===== config.mk =====
export PLATFORM = sky130hd
export DESIGN_NAME = qspi_master
export DESIGN_NICKNAME = d
export VERILOG_FILES = /design/src/rtl/qspi_pkg.sv /design/src/rtl/qspi_fifo.sv /design/src/rtl/qspi_shift.sv /design/src/rtl/qspi_master.sv
export SDC_FILE = /design/constraint.sdc
export NUM_CORES = 1
export LEC_CHECK = 0
export ABC_AREA = 0
export BUFFER_PORTS_ARGS = -buffer_cell sky130_fd_sc_hd__buf_2
export CAP_MARGIN = 10
export CORE_MARGIN = 4
export CORE_UTILIZATION = 44
export CTS_BUF_LIST = sky130_fd_sc_hd__clkbuf_8
export DETAILED_ROUTE_END_ITERATION = 10
export MAX_ROUTING_LAYER = met4
export PLACE_DENSITY_LB_ADDON = 0.15
export SYNTH_ARGS = -nofsm -noshare
export SYNTH_HDL_FRONTEND = slang
export SYNTH_HIERARCHICAL = 1
export SYNTH_SLANG_ARGS = --single-unit

===== constraint.sdc =====
create_clock -name clk -period 7.7 [get_ports clk]
set_clock_uncertainty 0.2 [all_clocks]
set_input_delay 1.155 -clock clk [delete_from_list [all_inputs] [get_ports clk]]
set_output_delay 1.155 -clock clk [all_outputs]
set_load 0.03 [all_outputs]

===== src/rtl/qspi_pkg.sv =====
package qspi_pkg;
  localparam int FRAME_W = 16;

  typedef struct packed {
    logic               clr_cnt;
    logic               last;
    logic [FRAME_W-1:0] data;
  } tx_entry_t;

  localparam int ENTRY_W = $bits(tx_entry_t);

  typedef enum logic [2:0] {
    A_CTRL   = 3'd0,
    A_STATUS = 3'd1,
    A_TXPUSH = 3'd2,
    A_RXPOP  = 3'd3,
    A_TCNT   = 3'd4
  } reg_addr_e;

  function automatic logic [15:0] tcnt_next(input logic [15:0] cur);
    return cur + 16'd1;
  endfunction
endpackage


===== src/rtl/qspi_fifo.sv =====
module qspi_fifo #(
  parameter int W     = 18,
  parameter int DEPTH = 4
) (
  input  logic                       clk,
  input  logic                       rst_n,
  input  logic                       clr,
  input  logic                       push,
  input  logic [W-1:0]               din,
  input  logic                       pop,
  output logic [W-1:0]               dout,
  output logic [$clog2(DEPTH+1)-1:0] count,
  output logic                       full,
  output logic                       empty
);
  localparam int PW = (DEPTH > 1) ? $clog2(DEPTH) : 1;
  localparam int CW = $clog2(DEPTH+1);
  localparam logic [PW-1:0] LASTP = PW'(DEPTH-1);
  localparam logic [CW-1:0] FULLC = CW'(DEPTH);

  logic [W-1:0]  mem [DEPTH];
  logic [PW-1:0] wp, rp;
  wire do_push = push && !full;
  wire do_pop  = pop && !empty;

  assign full  = (count == FULLC);
  assign empty = (count == '0);
  assign dout  = mem[rp];

  function automatic logic [PW-1:0] adv(input logic [PW-1:0] p);
    return (p == LASTP) ? '0 : p + PW'(1);
  endfunction

  always_ff @(posedge clk or negedge rst_n) begin
    if (!rst_n) begin
      wp <= '0; rp <= '0; count <= '0;
    end else if (clr) begin
      wp <= '0; rp <= '0; count <= '0;
    end else begin
      if (do_push) wp <= adv(wp);
      if (do_pop)  rp <= adv(rp);
      if (do_push && !do_pop) count <= count + CW'(1);
      else if (do_pop && !do_push) count <= count - CW'(1);
    end
  end

  always_ff @(posedge clk) begin
    if (do_push) mem[wp] <= din;
  end

  a_r3_fifo_bound: assert property (@(posedge clk) disable iff (!rst_n)
    count <= FULLC);
  a_r5_full_push_ignored: assert property (@(posedge clk) disable iff (!rst_n)
    (full && push && !pop && !clr) |=> (count == FULLC));
endmodule


===== src/rtl/qspi_shift.sv =====
module qspi_shift #(
  parameter int W     = 16,
  parameter int DIV_W = 8
) (
  input  logic             clk,
  input  logic             rst_n,
  input  logic [DIV_W-1:0] div,
  input  logic             start,
  input  logic [W-1:0]     tx_word,
  input  logic             miso,
  output logic             sck,
  output logic             mosi,
  output logic             busy,
  output logic             done,
  output logic [W-1:0]     rx_word
);
  localparam int BW = $clog2(W);
  localparam logic [BW-1:0] LASTB = BW'(W-1);

  logic [DIV_W-1:0] divc;
  logic [BW-1:0]    bitc;
  logic [W-1:0]     sh_tx, sh_rx;
  wire half_tick = busy && (divc == div);

  assign mosi    = sh_tx[W-1];
  assign rx_word = sh_rx;

  always_ff @(posedge clk or negedge rst_n) begin
    if (!rst_n) begin
      busy <= 1'b0; done <= 1'b0; sck <= 1'b0;
      divc <= '0; bitc <= '0; sh_tx <= '0; sh_rx <= '0;
    end else begin
      done <= 1'b0;
      if (!busy) begin
        if (start) begin
          busy  <= 1'b1;
          sh_tx <= tx_word;
          sck   <= 1'b0;
          divc  <= '0;
          bitc  <= '0;
        end
      end else if (half_tick) begin
        divc <= '0;
        if (!sck) begin
          sck   <= 1'b1;
          sh_rx <= {sh_rx[W-2:0], miso};
        end else begin
          sck <= 1'b0;
          if (bitc == LASTB) begin
            busy <= 1'b0;
            done <= 1'b1;
          end else begin
            bitc  <= bitc + BW'(1);
            sh_tx <= sh_tx << 1;
          end
        end
      end else begin
        divc <= divc + DIV_W'(1);
      end
    end
  end

  a_r2_sck_idle_low: assert property (@(posedge clk) disable iff (!rst_n)
    !busy |-> !sck);
  a_r2_mosi_stable_high: assert property (@(posedge clk) disable iff (!rst_n)
    (sck && $past(sck)) |-> $stable(mosi));
endmodule


===== src/rtl/qspi_master.sv =====
module qspi_master
  import qspi_pkg::*;
#(
  parameter int DEPTH = 4,
  parameter int DIV_W = 8
) (
  input  logic        clk,
  input  logic        rst_n,
  input  logic [2:0]  reg_addr,
  input  logic [31:0] reg_wdata,
  input  logic        reg_we,
  input  logic        reg_re,
  output logic [31:0] reg_rdata,
  output logic        sck,
  output logic        mosi,
  input  logic        miso
);
  localparam int CW = $clog2(DEPTH+1);

  // register decode
  wire wr_ctrl   = reg_we && (reg_addr == A_CTRL);
  wire wr_status = reg_we && (reg_addr == A_STATUS);
  wire wr_push   = reg_we && (reg_addr == A_TXPUSH);
  wire wr_tcnt   = reg_we && (reg_addr == A_TCNT);
  wire rd_pop    = reg_re && (reg_addr == A_RXPOP);
  wire flush_tx  = wr_ctrl && reg_wdata[1];
  wire flush_rx  = wr_ctrl && reg_wdata[2];
  wire flag_w1c  = wr_status && reg_wdata[0];

  logic             ctl_halt;
  logic [DIV_W-1:0] ctl_div;
  logic             eoqf;
  logic             cur_last;
  logic [15:0]      tcnt;

  tx_entry_t        tx_head;
  logic [CW-1:0]    tx_cnt, rx_cnt;
  logic             tx_full, tx_empty, rx_full, rx_empty;
  logic [FRAME_W-1:0] rx_head, eng_rx;
  logic             eng_busy, eng_done;

  // named internal events
  wire running     = !eoqf && !ctl_halt;
  wire frame_start = running && !tx_empty && !rx_full && !eng_busy
                     && !eng_done && !flush_tx;
  wire frame_done  = eng_done;
  wire eoq_hit     = frame_done && cur_last;
  wire tcnt_clear  = frame_start && tx_head.clr_cnt;

  qspi_fifo #(.W(ENTRY_W), .DEPTH(DEPTH)) u_txq (
    .clk(clk), .rst_n(rst_n), .clr(flush_tx),
    .push(wr_push), .din(reg_wdata[ENTRY_W-1:0]),
    .pop(frame_start), .dout(tx_head),
    .count(tx_cnt), .full(tx_full), .empty(tx_empty)
  );

  qspi_fifo #(.W(FRAME_W), .DEPTH(DEPTH)) u_rxq (
    .clk(clk), .rst_n(rst_n), .clr(flush_rx),
    .push(frame_done), .din(eng_rx),
    .pop(rd_pop), .dout(rx_head),
    .count(rx_cnt), .full(rx_full), .empty(rx_empty)
  );

  qspi_shift #(.W(FRAME_W), .DIV_W(DIV_W)) u_eng (
    .clk(clk), .rst_n(rst_n), .div(ctl_div),
    .start(frame_start), .tx_word(tx_head.data), .miso(miso),
    .sck(sck), .mosi(mosi), .busy(eng_busy), .done(eng_done),
    .rx_word(eng_rx)
  );

  always_ff @(posedge clk or negedge rst_n) begin
    if (!rst_n) begin
      ctl_halt <= 1'b0;
      ctl_div  <= '0;
      eoqf     <= 1'b0;
      cur_last <= 1'b0;
      tcnt     <= '0;
    end else begin
      if (wr_ctrl) begin
        ctl_halt <= reg_wdata[0];
        ctl_div  <= reg_wdata[8 +: DIV_W];
      end
      if (frame_start) cur_last <= tx_head.last;
      if (eoq_hit) eoqf <= 1'b1;
      else if (flag_w1c) eoqf <= 1'b0;
      if (wr_tcnt) tcnt <= reg_wdata[15:0];
      else if (tcnt_clear) tcnt <= '0;
      else if (frame_done) tcnt <= tcnt_next(tcnt);
    end
  end

  always_comb begin
    reg_rdata = '0;
    case (reg_addr)
      A_CTRL: begin
        reg_rdata[0]           = ctl_halt;
        reg_rdata[8 +: DIV_W]  = ctl_div;
      end
      A_STATUS: begin
        reg_rdata[0]     = eoqf;
        reg_rdata[1]     = running;
        reg_rdata[2]     = !rx_empty;
        reg_rdata[3]     = tx_full;
        reg_rdata[7:4]   = 4'(tx_cnt);
        reg_rdata[11:8]  = 4'(rx_cnt);
      end
      A_RXPOP: reg_rdata[FRAME_W-1:0] = rx_head;
      A_TCNT:  reg_rdata[15:0] = tcnt;
      default: reg_rdata = '0;
    endcase
  end

  a_r4_eoq_sets_flag: assert property (@(posedge clk) disable iff (!rst_n)
    eoq_hit |=> eoqf);
  a_r6_flag_sticky: assert property (@(posedge clk) disable iff (!rst_n)
    (eoqf && !flag_w1c) |=> eoqf);
  a_r8_count_step: assert property (@(posedge clk) disable iff (!rst_n)
    (frame_done && !wr_tcnt) |=> (tcnt == tcnt_next($past(tcnt))));
  a_r10_halt_holds_idle: assert property (@(posedge clk) disable iff (!rst_n)
    (ctl_halt && !eng_busy) |=> !eng_busy);
  a_r11_rx_full_holds_idle: assert property (@(posedge clk) disable iff (!rst_n)
    (rx_full && !eng_busy) |=> !eng_busy);
  a_r4_stopped_idle: assert property (@(posedge clk) disable iff (!rst_n)
    (eoqf && !eng_busy) |=> !eng_busy);
endmodule


# Word level (Yosys, flattened, before mapping)
# Memory sizes are Yosys's and may differ from the RTL's.
# Index checks and enable logic that the tools add are counted.
# Widths: inputs -> output; s select.
[op_classes]
add_sub_neg = 11
eq_ne = 15
muxes = 57
bitwise = 1
reduce_logical = 53
[ops]
columns = ["cell", "count"]
rows = [
  ["$mux 16", 8],
  ["$logic_and 1x1->1", 25],
  ["$mux 2", 12],
  ["$mux 8", 3],
  ["$pmux 7 s3", 1],
  ["$mux 4", 5],
  ["$mux 1", 19],
  ["$mux 3", 6],
  ["$add 16x1->16 const B", 1],
  ["$pmux 4 s4", 1],
  ["$logic_not 1->1", 13],
  ["$pmux 4 s3", 1],
  ["$reduce_bool 2->1", 6],
  ["$eq 3x3->1 const B", 3],
  ["$logic_not 3->1", 3],
  ["$reduce_bool 3->1", 3],
  ["$add 2x1->2 const B", 4],
  ["$add 8x1->8 const B", 1],
  ["$eq 2x2->1 const B", 4],
  ["$eq 8x8->1", 1],
  ["$add 3x1->3 const B", 2],
  ["$eq 3x2->1 const B", 2],
  ["$sub 3x1->3 const B", 2],
  ["$add 4x1->4 const B", 1],
  ["9 further kinds", 10],
]
[word_totals]
register_bits = 88
ramBits = 136
in_bits = 40
out_inout_bits = 34
elab_cells = 157
n_memories = 2
[mem_list]
columns = ["memory", "depth", "width", "rd", "rd_clocked_by_memory_dff", "wr", "line", "source"]
rows = [
  ["u_txq.mem", 4, 18, 1, 0, 1, "qspi_fifo.sv:21", "logic [W-1:0] mem [DEPTH];"],
  ["u_rxq.mem", 4, 16, 1, 0, 1, "qspi_fifo.sv:21", ""],
]

# Longest topological paths before layout
[logic_depth]
ltp_word = 12
depth_mapped = 10
depth_no_buf = 9

# Modules after synthesis
# Netlist, hierarchy kept.
[by_module_without_submodules]
columns = ["mod", "n_inst", "cells_per_inst", "area_per_inst_um2", "seq_area_each_um2"]
rows = [
  ["qspi_fifo (u_txq)", 1, 144, 3074.2, 2337.2],
  ["qspi_fifo (u_rxq)", 1, 130, 2791.4, 2097.0],
  ["qspi_shift", 1, 215, 2407.3, 1176.1],
  ["qspi_master", 1, 267, 2030.7, 675.6],
]

# Worst setup path after synthesis
# OpenSTA, ideal clock, no wires.
[synth_timing]
kind = "in2out"
start = "in reg_addr[1]"
end = "out reg_rdata[5]"
arrival_time_ns = 2.598
required_time_ns = 6.345
setup_slack_ns = 3.747
path_stages = 4
n_path_buf = 2
path_cell_list = "clkbuf_1 -> clkbuf_1 -> mux2i_1 -> o21ai_0"
[synth_between]
elab_chain_len = 2
word_cells_on_any_way = 4
cone_classes = "3 x eq/ne; 1 x mux"
[synth_rtl]
columns = ["item", "line", "source"]
rows = [
  ["from (decl)", "qspi_master.sv:9", "input logic [2:0] reg_addr,"],
  ["$eq 3x3->1, or another cell as far along", "qspi_master.sv:94", "case (reg_addr)"],
  ["$pmux 7 s3 *", "qspi_master.sv:94", ""],
  ["to (decl)", "qspi_master.sv:13", "output logic [31:0] reg_rdata,"],
]
# Mark *: on every way between the ends. The rest lies on a longest branch, timed or not.

# Worst setup path in the final report
[layout_timing]
start = "in reg_addr[1]"
end = "out reg_rdata[2]"
# The elaborated chain is that of the path after synthesis.

==> flow_summary_export.csv <==
group,metric,value,unit
routing,remaining_drc_errors,0,
yosys,ys_warn_count,6,
critical_path,critPathLaunchType,"primary input",
worst_hold_path,hp-start,"u_eng/rx_word[15]$_DFFE_PN0P_",
critical_path,timing.rr.start,"u_rxq/count[2]$_DFFE_PN0P_",
grt,antenna_found_initial,2,
yosys,synthAdderAreaFrac,2.089,%
floorplanning,die_height,161.0,um
critical_path,required,6340,ps
clock_tree,hold_buffers,0,
sta,max_freq,0.2452,GHz
sta,period_needed,4078,ps
clock_tree,cts_tree,"built",
placement,dp_cells,1083,
sta,tightestPinTransition,1166,ps
yosys,synthTopCellsByArea,"edfxtp_1, dfrtp_1, mux4_2, mux2i_1, nand2_1",
critical_path,reg2reg_slack,3680,ps
yosys,ys_seq_area_share,61.01,%
yosys,postSynthCellCount,756,
floorplanning,die_w,161.0,um
run,drv_cap,0,
yosys,synth_ff_type,"edfxtp_1",
yosys,netlist.area_leader.share,39.64,%
clock_tree,cts-root-buf,"clkbuf_8",
yosys,syn-cell-area,10300,um2
clock_tree,cts_resized,0,
final_layout,design_area,11410,um2
yosys,synth-xor-area-share,1.506,%
sta,tns,0,ps
critical_path,slowest_delay,410,ps
yosys,netlist-cell-type-count,68,
yosys,synth-compound-area-share,8.367,%
yosys,synth_simple_gate_area_share,10.02,%
placement,dp_slack,3135,ps
status,status,"finished clean",
final_layout,num-nets-final,867,
yosys,avgSynthCellArea,13.63,um2
clock_tree,htree_levels,2,
floorplanning,core-area,22850,um2
grt,first_global_vias,6695,
floorplanning,start_util,45.10,%
clock_tree,cts_sinks,224,
yosys,synth-seq-cells,224,
sta,period_share,52.97,%
placement,gp_congestion,0.8770,
sta,maxSlewHeadroom,21.42,%
power_and_ir_drop,ir_drop,0.0001553,V
critical_path,cp_slowest_cell,"or2_2",
critical_path,cp-end-kind,"output pin",
routing,wl_per_cell,19.68,um
final_layout,stdcell_count,1156,
yosys,synth_top_family_by_area,"multiplexers",
yosys,synth-edff-count,136,
final_layout,syn_to_final_growth,10.72,%
critical_path,crit_start,"reg_addr[1]",
sta,drv_slew,0,
power_and_ir_drop,total_power,3.311,mW
sta,hold_viol_final,0,
clock_tree,clockBufferDepth,3,
clock_tree,path_clk_slew,60,ps
routing,drt_first_pass_iters,5,
critical_path,worstSetupPathType,"in2out",
placement,placed_cell_area,10710,um2
final_layout,fillCellCount,2020,
critical_path,cpLargestDelayFamily,"simple AND/OR/NAND/NOR gates",
floorplanning,ios,74,
placement,numPortBuffers,43,
grt,overflow,0,
floorplanning,dieArea,25930,um2
critical_path,critPathBufInv,2,
yosys,async_flop_share,39.29,%
routing,drt-initial-drc-count,419,
routing,via_per_inst,5.510,
critical_path,path_common_cell,"buf_2",
critical_path,worstPathArrival,2720,ps
yosys,synth_mux_area_share,12.97,%
sta,setup_slack,3622,ps
sta,rsz0062_at_grt,"false",
final_layout,drive_above_1_share,20.21,%
power_and_ir_drop,power.density,290.2,nW/um2
power_and_ir_drop,p_leak,4.480,nW
grt,grt_pass1_wl,36.46,mm
grt,grt_start_max_net_pins,49,
routing,final_antenna_net_count,0,
yosys,yosysTopAreaCell,"edfxtp_1",
placement,dp_hpwl,15.28,mm
worst_hold_path,worstHoldPathType,"reg2reg",
routing,vias,6370,
grt,track_usage,18.29,%
critical_path,worst-path-max-fanout,18,
floorplanning,placementRows,55,
clock_tree,clock_latency,520,ps
critical_path,path_cells,"buf_2 > or2_2 > nor2_1 > nand2_1 > o21ai_0 > buf_2",
clock_tree,numCtsBuffers,39,
clock_tree,post-cts-setup-buffer-count,0,
sta,setup_viol,0,
final_layout,regArea,6286,um2
final_layout,multiInputGateArea,3679,um2
routing,wl,22.75,mm
-- synthesized netlist by cell type (2+ instances only) --
library cell,count
nand3b_1,2
or3_2,2
fa_1,2
buf_2,16
o22ai_1,18
or2_2,2
clkbuf_1,12
nand2_1,86
ha_1,14
nand4_1,6
o21ai_0,38
or3_1,4
edfxtp_1,136
o31ai_2,2
nor2_1,28
o2bb2ai_1,2
dfrtp_1,88
and2_1,10
mux4_1,4
a2bb2oi_1,4
mux2i_1,33
nor4bb_1,2
mux2_4,9
mux4_2,30
xnor2_1,10
nor3_1,6
and3_1,11
nor2b_1,2
o311ai_0,2
mux2_2,8
xnor2_2,2
xor2_1,4
buf_6,4
nand2b_1,21
buf_4,16
inv_1,20
o21ai_1,3
o31ai_1,5
a31o_2,2
nand3_1,11
a21oi_1,51
a22o_1,2
-- sequential cells by signal, indices dropped and copies added, names as in the netlist, 3 cells and up --
signal and flops:
u_eng/rx_word 16, u_eng/bitc 4, tcnt 16, u_txq/count 3
u_txq/mem 72, u_eng/sh_tx 16, u_rxq/mem 64, ctl_div 8
u_rxq/count 3, u_eng/divc 8
-- logic make-up (layout without fill, tap and decap cells) --
kind of cell / count (synthesis) / count (layout)
other cells: 1 / 18
xor+xnor: 16 / 16
simple gates: 203 / 203
fa+ha+maj: 16 / 16
flops: 224 / 224
buf+inv: 72 / 142
compound gates: 140 / 140
mux: 84 / 84
-- worst reg2reg max path, delay by kind of cell (launching register included) --
family / cells / cell delay (ps)
AND/OR/NAND/NOR: 4 / 2070
AO/OA/AOI/OAI: 3 / 1230
flip-flops: 1 / 450
-- layout make-up --
| type | instances | area share (%) |
|---|---|---|
| inverters | 21 | 0.7348 |
| clock buffers | 41 | 4.946 |
| diodes | 2 | 0.04387 |
| repair buffers | 50 | 2.369 |
| flip-flops and latches | 224 | 55.10 |
| well taps | 313 | 3.433 |
| clock inverters | 30 | 1.130 |
| multi-input cells | 475 | 32.24 |
-- where the power goes --
group / total (mW) / switching (mW) / internal [mW]
clock: 0.954 / 0.461 / 0.493
sequential: 1.58 / 0.172 / 1.40
combinational: 0.780 / 0.435 / 0.345
-- final timing paths --
path                                          endpoint  depth (start not counted)
min in group asynchronous  u_eng/sh_tx[12]$_DFFE_PN0P_                          1
max                                       reg_rdata[2]                          6
max in group asynchronous          tcnt[8]$_DFFE_PN0P_                          2
min                         u_rxq/mem[1][15]$_DFFE_PP_                          0
max reg2reg                 u_eng/sh_tx[2]$_DFFE_PN0P_                          7
min reg2reg                 u_rxq/mem[1][15]$_DFFE_PP_                          0
-- layout by cell type, fill, tap and decap left out, types with 5 or more instances in the layout --
cell | netlist | layout
a21oi_1 | 51 | 51
nand2_1 | 86 | 86
mux2_2 | 8 | 8
nand4_1 | 6 | 6
edfxtp_1 | 136 | 136
clkinv_1 | 0 | 5
o22ai_1 | 18 | 18
buf_2 | 16 | 42
conb_1 | 1 | 16
o21ai_0 | 38 | 38
nor3_1 | 6 | 6
buf_4 | 16 | 8
nand2b_1 | 21 | 21
xnor2_1 | 10 | 10
dfrtp_1 | 88 | 88
and2_1 | 10 | 10
inv_1 | 20 | 38
ha_1 | 14 | 14
nor2_1 | 28 | 27
o31ai_1 | 5 | 5
mux2i_1 | 33 | 33
mux2_4 | 9 | 9
clkbuf_8 | 0 | 41
and3_1 | 11 | 11
nand3_1 | 11 | 11
mux4_2 | 30 | 30
-- stage by stage --
| stage | hold WS [ps] | utilization, % |
|---|---|---|
| 6_report | 322.2 | 49.93 |
| 5_1_grt | 341.8 | 49.93 |
| 4_1_cts | 326.8 | 49.91 |
| 3_5_place_dp | 309.9 | 46.88 |
| 3_3_place_gp | 282.0 | 46.88 |
| 2_1_floorplan | 245.0 | - |
-- layer usage --
metal | global-route usage [%] | up-vias | part of all wire, %
li1 | - | 2901 | -
met1 | 23.09 | 3213 | 43
met2 | 29.18 | 194 | 49
met3 | 4.032 | 62 | 5.4
met4 | 7.096 | 0 | 3.4
met5 | - | - | 0
Note: power is estimated with default switching activity, not from simulation.
